[config.mk]
export PLATFORM = sky130hd
export DESIGN_NAME = spiPort
export DESIGN_NICKNAME = d
export VERILOG_FILES = /design/src/rtl/spi_port_pkg.sv /design/src/rtl/spiPortSync.sv /design/src/rtl/spiPortCtrl.sv /design/src/rtl/spiPortData.sv /design/src/rtl/spiPort.sv
export SDC_FILE = /design/constraint.sdc
export NUM_CORES = 1
export LEC_CHECK = 0
export ABC_AREA = 0
export BUFFER_PORTS_ARGS = -buffer_cell sky130_fd_sc_hd__buf_2
export CAP_MARGIN = 10
export CELL_PAD_IN_SITES_DETAIL_PLACEMENT = 0
export CELL_PAD_IN_SITES_GLOBAL_PLACEMENT = 2
export CORE_ASPECT_RATIO = 0.75
export CORE_UTILIZATION = 39
export DETAILED_ROUTE_END_ITERATION = 7
export PLACE_DENSITY_LB_ADDON = 0.2
export SKIP_LAST_GASP = 1
export SLEW_MARGIN = 15
export SYNTH_ARGS = -nofsm -noshare
export SYNTH_HDL_FRONTEND = slang
export SYNTH_SLANG_ARGS = --single-unit
[constraint.sdc]
create_clock -name clk -period 2.7 [get_ports clk]
set_input_delay 0.135 -clock clk [delete_from_list [all_inputs] [get_ports clk]]
set_output_delay 0.135 -clock clk [all_outputs]
set_load 0.02 [all_outputs]
[src/rtl/spi_port_pkg.sv]
`timescale 1ns/1ps
package spi_port_pkg;
  localparam int BUS_W  = 8;
  localparam int ADDR_W = 2;
  localparam int CHAR_W = 8;
  localparam int DIV_W  = BUS_W;
  localparam int EDGE_W = $clog2(2 * CHAR_W);
  localparam int BIT_W  = $clog2(CHAR_W);

  localparam logic [ADDR_W-1:0] ADDR_DATA = 2'd0;
  localparam logic [ADDR_W-1:0] ADDR_CTRL = 2'd1;
  localparam logic [ADDR_W-1:0] ADDR_CFG  = 2'd2;
  localparam logic [ADDR_W-1:0] ADDR_DIV  = 2'd3;

  localparam int BIT_EN     = 0;
  localparam int BIT_MASTER = 1;
  localparam int BIT_MODF   = 3;
  localparam int BIT_WCOL   = 4;
  localparam int BIT_ROVR   = 5;
  localparam int BIT_DONE   = 6;

  localparam int CFG_POL   = 0;
  localparam int CFG_IRQEN = 1;

  typedef struct packed {
    logic loadTx;
    logic sample;
    logic shift;
    logic done;
    logic doneDirect;
    logic storeRx;
    logic rdTake;
    logic inBit;
  } shiftStrobe_t;
endpackage

[src/rtl/spiPortSync.sv]
`timescale 1ns/1ps
module spiPortSync #(
  parameter int WIDTH = 1,
  parameter int STAGES = 2,
  parameter logic [WIDTH-1:0] RST_VAL = '0
) (
  input  logic             clk,
  input  logic             rstN,
  input  logic [WIDTH-1:0] din,
  output logic [WIDTH-1:0] dout
);
  logic [WIDTH-1:0] stageQ [STAGES];

  for (genvar g = 0; g < STAGES; g++) begin : gStage
    if (g == 0) begin : gFirst
      always_ff @(posedge clk or negedge rstN) begin
        if (!rstN) stageQ[g] <= RST_VAL;
        else       stageQ[g] <= din;
      end
    end else begin : gNext
      always_ff @(posedge clk or negedge rstN) begin
        if (!rstN) stageQ[g] <= RST_VAL;
        else       stageQ[g] <= stageQ[g-1];
      end
    end
  end

  assign dout = stageQ[STAGES-1];
endmodule

[src/rtl/spiPortCtrl.sv]
`timescale 1ns/1ps
module spiPortCtrl
  import spi_port_pkg::*;
#(
  parameter int SYNC_STAGES = 2
) (
  input  logic              clk,
  input  logic              rstN,
  input  logic              busSel,
  input  logic              busWr,
  input  logic [ADDR_W-1:0] busAddr,
  input  logic [BUS_W-1:0]  busWdata,
  output logic [BUS_W-1:0]  busRdata,
  input  logic [CHAR_W-1:0] rxData,
  input  logic              rxFull,
  input  logic              sclkIn,
  input  logic              ssNIn,
  input  logic              mosiIn,
  input  logic              misoIn,
  output logic              sclkOut,
  output logic              masterMode,
  output logic              irq,
  output shiftStrobe_t      stb
);
  logic portEn, isMaster, clkPol, irqEn;
  logic [DIV_W-1:0] divVal, divCnt;
  logic [EDGE_W-1:0] edgeCnt;
  logic [BIT_W-1:0] bitCnt;
  logic sclkPhase, busy;
  logic fModf, fWcol, fRovr, fDone;
  logic sclkS, ssNS, mosiS, sclkPrev, ssNPrev;

  spiPortSync #(.WIDTH(3), .STAGES(SYNC_STAGES), .RST_VAL(3'b010)) uSync (
    .clk(clk), .rstN(rstN),
    .din({sclkIn, ssNIn, mosiIn}),
    .dout({sclkS, ssNS, mosiS})
  );

  // bus decode
  logic wrData, wrCtrl, wrCfg, wrDiv, rdData;
  assign wrData = busSel && busWr && (busAddr == ADDR_DATA);
  assign wrCtrl = busSel && busWr && (busAddr == ADDR_CTRL);
  assign wrCfg  = busSel && busWr && (busAddr == ADDR_CFG);
  assign wrDiv  = busSel && busWr && (busAddr == ADDR_DIV);
  assign rdData = busSel && !busWr && (busAddr == ADDR_DATA);

  logic masterRun, slaveRun, loadNow, collideNow, startMaster;
  assign masterRun   = portEn && isMaster;
  assign slaveRun    = portEn && !isMaster;
  assign loadNow     = wrData && !busy;
  assign collideNow  = wrData && busy;
  assign startMaster = loadNow && masterRun;

  // master edge generation
  logic tick, mLead, mTrail, mDone;
  assign tick   = busy && masterRun && (divCnt == divVal);
  assign mLead  = tick && !edgeCnt[0];
  assign mTrail = tick && edgeCnt[0];
  assign mDone  = mTrail && (edgeCnt == EDGE_W'(2 * CHAR_W - 1));

  // slave edge detection
  logic ssFall, ssRise, sLevel, sLevelPrev, sLead, sTrail, sDone;
  assign ssFall     = ssNPrev && !ssNS;
  assign ssRise     = !ssNPrev && ssNS;
  assign sLevel     = sclkS ^ clkPol;
  assign sLevelPrev = sclkPrev ^ clkPol;
  assign sLead      = slaveRun && busy && !ssNS && !sLevelPrev && sLevel;
  assign sTrail     = slaveRun && busy && !ssNS && sLevelPrev && !sLevel;
  assign sDone      = sLead && (bitCnt == BIT_W'(CHAR_W - 1));

  logic doneNow, overrunNow, modfNow;
  assign doneNow    = mDone || sDone;
  assign overrunNow = doneNow && rxFull && !rdData;
  assign modfNow    = masterRun && ssFall;

  always_ff @(posedge clk or negedge rstN) begin
    if (!rstN) begin
      portEn <= 1'b0; isMaster <= 1'b0; clkPol <= 1'b0; irqEn <= 1'b0;
      divVal <= '0;
    end else begin
      if (wrCtrl) begin
        portEn   <= busWdata[BIT_EN];
        isMaster <= busWdata[BIT_MASTER];
      end
      if (wrCfg) begin
        clkPol <= busWdata[CFG_POL];
        irqEn  <= busWdata[CFG_IRQEN];
      end
      if (wrDiv) divVal <= busWdata[DIV_W-1:0];
    end
  end

  always_ff @(posedge clk or negedge rstN) begin
    if (!rstN) begin
      busy <= 1'b0;
    end else if (!portEn) begin
      busy <= 1'b0;
    end else if (startMaster) begin
      busy <= 1'b1;
    end else if (doneNow) begin
      busy <= 1'b0;
    end else if (slaveRun && ssFall) begin
      busy <= 1'b1;
    end else if (slaveRun && ssRise) begin
      busy <= 1'b0;
    end
  end

  always_ff @(posedge clk or negedge rstN) begin
    if (!rstN) begin
      divCnt <= '0; edgeCnt <= '0; sclkPhase <= 1'b0; bitCnt <= '0;
      sclkPrev <= 1'b0; ssNPrev <= 1'b1;
    end else begin
      sclkPrev <= sclkS;
      ssNPrev  <= ssNS;
      if (startMaster) begin
        divCnt <= '0; edgeCnt <= '0; sclkPhase <= 1'b0;
      end else if (busy && masterRun) begin
        divCnt <= tick ? '0 : divCnt + 1'b1;
        if (tick) begin
          edgeCnt   <= edgeCnt + 1'b1;
          sclkPhase <= !sclkPhase;
        end
      end
      if (slaveRun && ssFall) bitCnt <= '0;
      else if (sLead)         bitCnt <= bitCnt + 1'b1;
    end
  end

  // sticky flags: write 0 clears, a hardware set in the same cycle wins
  logic [BUS_W-1:0] keepMask;
  assign keepMask = wrCtrl ? busWdata : '1;

  always_ff @(posedge clk or negedge rstN) begin
    if (!rstN) begin
      fModf <= 1'b0; fWcol <= 1'b0; fRovr <= 1'b0; fDone <= 1'b0;
    end else begin
      fModf <= (fModf && keepMask[BIT_MODF]) || modfNow;
      fWcol <= (fWcol && keepMask[BIT_WCOL]) || collideNow;
      fRovr <= (fRovr && keepMask[BIT_ROVR]) || overrunNow;
      fDone <= (fDone && keepMask[BIT_DONE]) || doneNow;
    end
  end

  always_comb begin
    unique case (busAddr)
      ADDR_DATA: busRdata = rxData;
      ADDR_CTRL: busRdata = {rxFull, fDone, fRovr, fWcol, fModf, busy, isMaster, portEn};
      ADDR_CFG:  busRdata = {{(BUS_W-2){1'b0}}, irqEn, clkPol};
      default:   busRdata = divVal;
    endcase
  end

  assign sclkOut    = clkPol ^ (sclkPhase && busy);
  assign masterMode = isMaster;
  assign irq        = irqEn && (fModf || fWcol || fRovr || fDone);

  always_comb begin
    stb            = '0;
    stb.loadTx     = loadNow;
    stb.sample     = mLead || sLead;
    stb.shift      = mTrail || sTrail;
    stb.done       = doneNow;
    stb.doneDirect = sDone;
    stb.storeRx    = doneNow && (!rxFull || rdData);
    stb.rdTake     = rdData;
    stb.inBit      = isMaster ? misoIn : mosiS;
  end

  // a colliding write does not end or restart the running transfer
  a_r6_busy_survives: assert property (@(posedge clk) disable iff (!rstN)
    (collideNow && !doneNow && !wrCtrl && !(slaveRun && ssRise)) |=> busy);

  // a complete flag only drops after a software write of 0
  a_r9_done_sticky: assert property (@(posedge clk) disable iff (!rstN)
    (fDone && !(wrCtrl && !busWdata[BIT_DONE])) |=> fDone);

  // between divider ticks the serial clock does not move
  a_r2_clock_steady: assert property (@(posedge clk) disable iff (!rstN)
    (busy && masterRun && !tick && !wrCfg && !wrCtrl) |=> $stable(sclkOut));
endmodule

[src/rtl/spiPortData.sv]
`timescale 1ns/1ps
module spiPortData
  import spi_port_pkg::*;
(
  input  logic              clk,
  input  logic              rstN,
  input  shiftStrobe_t      stb,
  input  logic [BUS_W-1:0]  busWdata,
  output logic [CHAR_W-1:0] rxData,
  output logic              rxFull,
  output logic              txBit
);
  logic [CHAR_W-1:0] shiftQ, rxBuf, newChar;
  logic sampleQ;

  assign newChar = stb.doneDirect ? {shiftQ[CHAR_W-2:0], stb.inBit}
                                  : {shiftQ[CHAR_W-2:0], sampleQ};

  always_ff @(posedge clk or negedge rstN) begin
    if (!rstN) begin
      shiftQ <= '0; sampleQ <= 1'b0; rxBuf <= '0; rxFull <= 1'b0;
    end else begin
      if (stb.loadTx)     shiftQ <= busWdata[CHAR_W-1:0];
      else if (stb.shift) shiftQ <= {shiftQ[CHAR_W-2:0], sampleQ};
      if (stb.sample) sampleQ <= stb.inBit;
      if (stb.storeRx) begin
        rxBuf  <= newChar;
        rxFull <= 1'b1;
      end else if (stb.rdTake) begin
        rxFull <= 1'b0;
      end
    end
  end

  assign rxData = rxBuf;
  assign txBit  = shiftQ[CHAR_W-1];

  // a completion into a full, unread buffer leaves the buffer as it was
  a_r5_old_char_kept: assert property (@(posedge clk) disable iff (!rstN)
    (stb.done && rxFull && !stb.rdTake) |=> $stable(rxBuf));

  // a read with no completion empties the buffer
  a_r4_read_empties: assert property (@(posedge clk) disable iff (!rstN)
    (stb.rdTake && !stb.done) |=> !rxFull);

  // a load never coincides with a shift edge of a running transfer
  a_r6_load_isolated: assert property (@(posedge clk) disable iff (!rstN)
    stb.loadTx |-> !stb.shift && !stb.sample);
endmodule

[src/rtl/spiPort.sv]
`timescale 1ns/1ps
module spiPort
  import spi_port_pkg::*;
#(
  parameter int SYNC_STAGES = 2
) (
  input  logic              clk,
  input  logic              rstN,
  input  logic              busSel,
  input  logic              busWr,
  input  logic [ADDR_W-1:0] busAddr,
  input  logic [BUS_W-1:0]  busWdata,
  output logic [BUS_W-1:0]  busRdata,
  output logic              sclkOut,
  output logic              mosiOut,
  input  logic              misoIn,
  input  logic              sclkIn,
  input  logic              ssNIn,
  input  logic              mosiIn,
  output logic              misoOut,
  output logic              irq
);
  shiftStrobe_t stb;
  logic [CHAR_W-1:0] rxData;
  logic rxFull, txBit, masterMode;

  spiPortCtrl #(.SYNC_STAGES(SYNC_STAGES)) uCtrl (
    .clk(clk), .rstN(rstN),
    .busSel(busSel), .busWr(busWr), .busAddr(busAddr),
    .busWdata(busWdata), .busRdata(busRdata),
    .rxData(rxData), .rxFull(rxFull),
    .sclkIn(sclkIn), .ssNIn(ssNIn), .mosiIn(mosiIn), .misoIn(misoIn),
    .sclkOut(sclkOut), .masterMode(masterMode), .irq(irq), .stb(stb)
  );

  spiPortData uData (
    .clk(clk), .rstN(rstN), .stb(stb), .busWdata(busWdata),
    .rxData(rxData), .rxFull(rxFull), .txBit(txBit)
  );

  assign mosiOut = masterMode && txBit;
  assign misoOut = !masterMode && txBit;
endmodule

==> impl_metrics.yaml <==
routing:
  ant_nets: 0
  drc: 0
  vias_per_cell: 5.16
  drtIter0Drc: 79
  num_vias: 2058
  wirelength_um: 6640
  post_drt_wl_per_cell_um: 16.6
  drtPass1Iterations: 4
critical_path:
  endpoint: "uData.rxData[4]"
  reg2reg_depth: 5
  start_kind: "register"
  r2r_setup_slack_ps: 530
  cpPeakStageDelay_ps: 540
  arrival_ps: 2380
  reg2reg_to: "uData.rxData[4]"
  path_class: "register to register"
  crit_slowest_cell: "dfrtp_1"
  r2r-start: "uCtrl.masterMode"
  cp-end-kind: "register"
  cp_max_fo: 10
  cp-startpoint: "uCtrl.masterMode"
  cp.required_ps: 2910
  path_cells: "nand3_1, nor3_2, nand4_2, o21ai_4, mux2_4"
cts:
  cts_buffers: 9
  htreeDepth: 3
  path_clk_slew_ps: 70
  cts_sinks: 59
  cts_tree: "built"
  root_buffer: "clkbuf_8"
  insertion_delay_ps: 330
  clockBufferDepth: 2
sta:
  clock.fmax_mhz: 462
  finalCritPeriodShare_pct: 80.2
  clock_skew_ps: 9.15
  fin_setup_tns_ps: 0
  timing.final.max_slew_violations: 0
  min_period_ps: 2170
  tightest_slew_ps: 666
  max-slew-margin-rel_pct: 55.0
  setup_viol: 0
  rsz0062_at_grt: "no"
  finalHoldViolCount: 0
global_routing:
  grt_pass1_wl_um: 11100
  antenna_found_initial: 0
  gr-total-overflow: 0
  grt_pass1_vias: 2072
  track_usage_pct: 19.2
  grt_start_max_net_pins: 23
logic_synthesis:
  synthMostInstantiatedCell: "dfrtp_1"
  synth.yosys.seq_area_share_pct: 49.9
  synth_cell_types: 52
  synthTopCellsByArea: "dfrtp_1, mux2_2, mux2i_1"
  syn_nets: 275
  ys_seq_elements: 59
  yosysWarnings: 0
  synth.top_cell.area_share_pct: 47.3
  synth_ff_type: "dfrtp_1"
  synth_edf_count: 0
  async_flop_share_pct: 100
  syn_avg_cell_area_um2: 11.7
  ys_top_cells_by_count: "dfrtp_1, mux2_2, nand2_1, nor2_1, o21ai_0"
  syn-cell-area_um2: 2970
  synthCells: 253
  synth_top_area_cell: "dfrtp_1"
cells_and_area:
  nets: 316
  antennaDiodeCount: 0
  area_delta_synth_final_pct: 17.3
  drive_above_1_share_pct: 31.2
  final_cell_area_um2: 3480
  fin_util_pct: 47.2
placed_design:
  hpwl_um: 5080
  gp_congestion: 0.778
  port-buffer-count: 29
  placed_area_um2: 3240
power_and_ir_drop:
  p_per_area_nw_per_um2: 755
  p_leak_nw: 1.60
  ir_worst_vdd_uv: 362
worst_hold_path:
  hold_class: "input port to register"
job:
  cap_violations: 0
die:
  dieWidth_um: 103
  initial_core_util_pct: 40.3
  design.die.area_um2: 7960
  die_h_um: 77.5
  rows: 27
  core_area_um2: 7360
  io_pins: 30
outcome:
  status: "complete, no violations"
[worst min-delay path by stage]
| stage | slack (ps) | endpoint | depth (start not counted) | from |
|---|---|---|---|---|
| after floorplan | -160 | uCtrl.bitCnt[0] | 0 | rstN |
| after global placement | 100 | uCtrl.edgeCnt[1] | 1 | rstN |
| after detailed placement | 100 | uCtrl.edgeCnt[1] | 1 | rstN |
| after CTS | 40 | uCtrl.divVal[7] | 2 | busWdata[7] |
| after global routing | 30 | uCtrl.divVal[7] | 2 | busWdata[7] |
| final | 50 | uCtrl.divVal[7] | 2 | busWdata[7] |
[registers in the layout, summed over array words and instances (netlist names), 3 cells and up]
signal,cells
uData.shiftQ,8
uCtrl.edgeCnt,4
uCtrl.uSync.stageQ,3
uCtrl.divVal,8
uData.rxData,8
uCtrl.uSync.dout,3
uCtrl.divCnt,8
uCtrl.bitCnt,3
[kinds of logic (layout without fill, tap and decap cells)]
kind of cell | Yosys count | count (layout) | share of synthesized area [%]
DFF | 59 | 59 | 49.9
and+or+nand+nor | 72 | 72 | 12.8
muxes | 48 | 48 | 19.4
adders and majority gates | 4 | 4 | 1.69
AOI/OAI and AO/OA | 38 | 38 | 8.95
xor gates and xnor gates | 18 | 18 | 5.32
buffers and inverters | 14 | 59 | 1.94
[cell usage in the layout, fill, tap and decap left out, types with 5 or more instances in the layout]
cell type	instances
dfrtp_1	56
buf_2	29
mux2_2	26
nand2_1	20
nor2_1	20
o21ai_0	19
xor2_1	13
mux2i_1	12
clkbuf_8	11
inv_1	7
nand3_1	7
mux2_4	7
xnor2_1	5
[metrics by stage]
step / hold slack (ps) / setup WS, ps / power [W] / instances
after detailed placement: 99.3 / 527 / 0.00184 / 380
final: 54.4 / 534 / 0.00262 / 399
after floorplan: -161 / 821 / 0.00163 / 253
after global routing: 33.5 / 341 / 0.00279 / 399
after CTS: 35.2 / 511 / 0.00266 / 399
after global placement: 104 / 561 / 0.00184 / 380
[worst max-delay path, delay by kind of cell (launching register included)]
kind               cells  cell delay [ps]
DFF                    1              540
muxes                  1              330
and+or+nand+nor        3              780
AOI/OAI and AO/OA      1              380
[repair_timing]
item,CTS,global route
hold buffers,4,0
hold endpoints to repair,20,0
resized for setup,0,0
buffers inserted,0,0
[cell type report]
type	count	area, um2
Clock buffer	11	151
Clock inverter	4	50.0
Fill cell	724	3890
Inverter	7	26.3
Multi-Input combinational cell	180	1430
Sequential cell	59	1480
Tap cell	101	126
Timing Repair Buffer	37	215
[power by group]
group	total (W)	internal, W	switching (W)
Combinational	0.000574	0.000278	0.000296
Sequential	0.00125	0.00105	0.000194
Clock	0.000805	0.000469	0.000336
[routing by layer]
layer / track usage, % / vias up / part of all wire (%)
li1: - / 993 / -
met2: 26.1 / 33 / 43
met3: 5.86 / 2 / 3.1
met4: 5.14 / 0 / 0.51
met1: 29.0 / 1030 / 53
met5: 0 / - / 0
No activity file was read; power rests on OpenSTA's default activity.
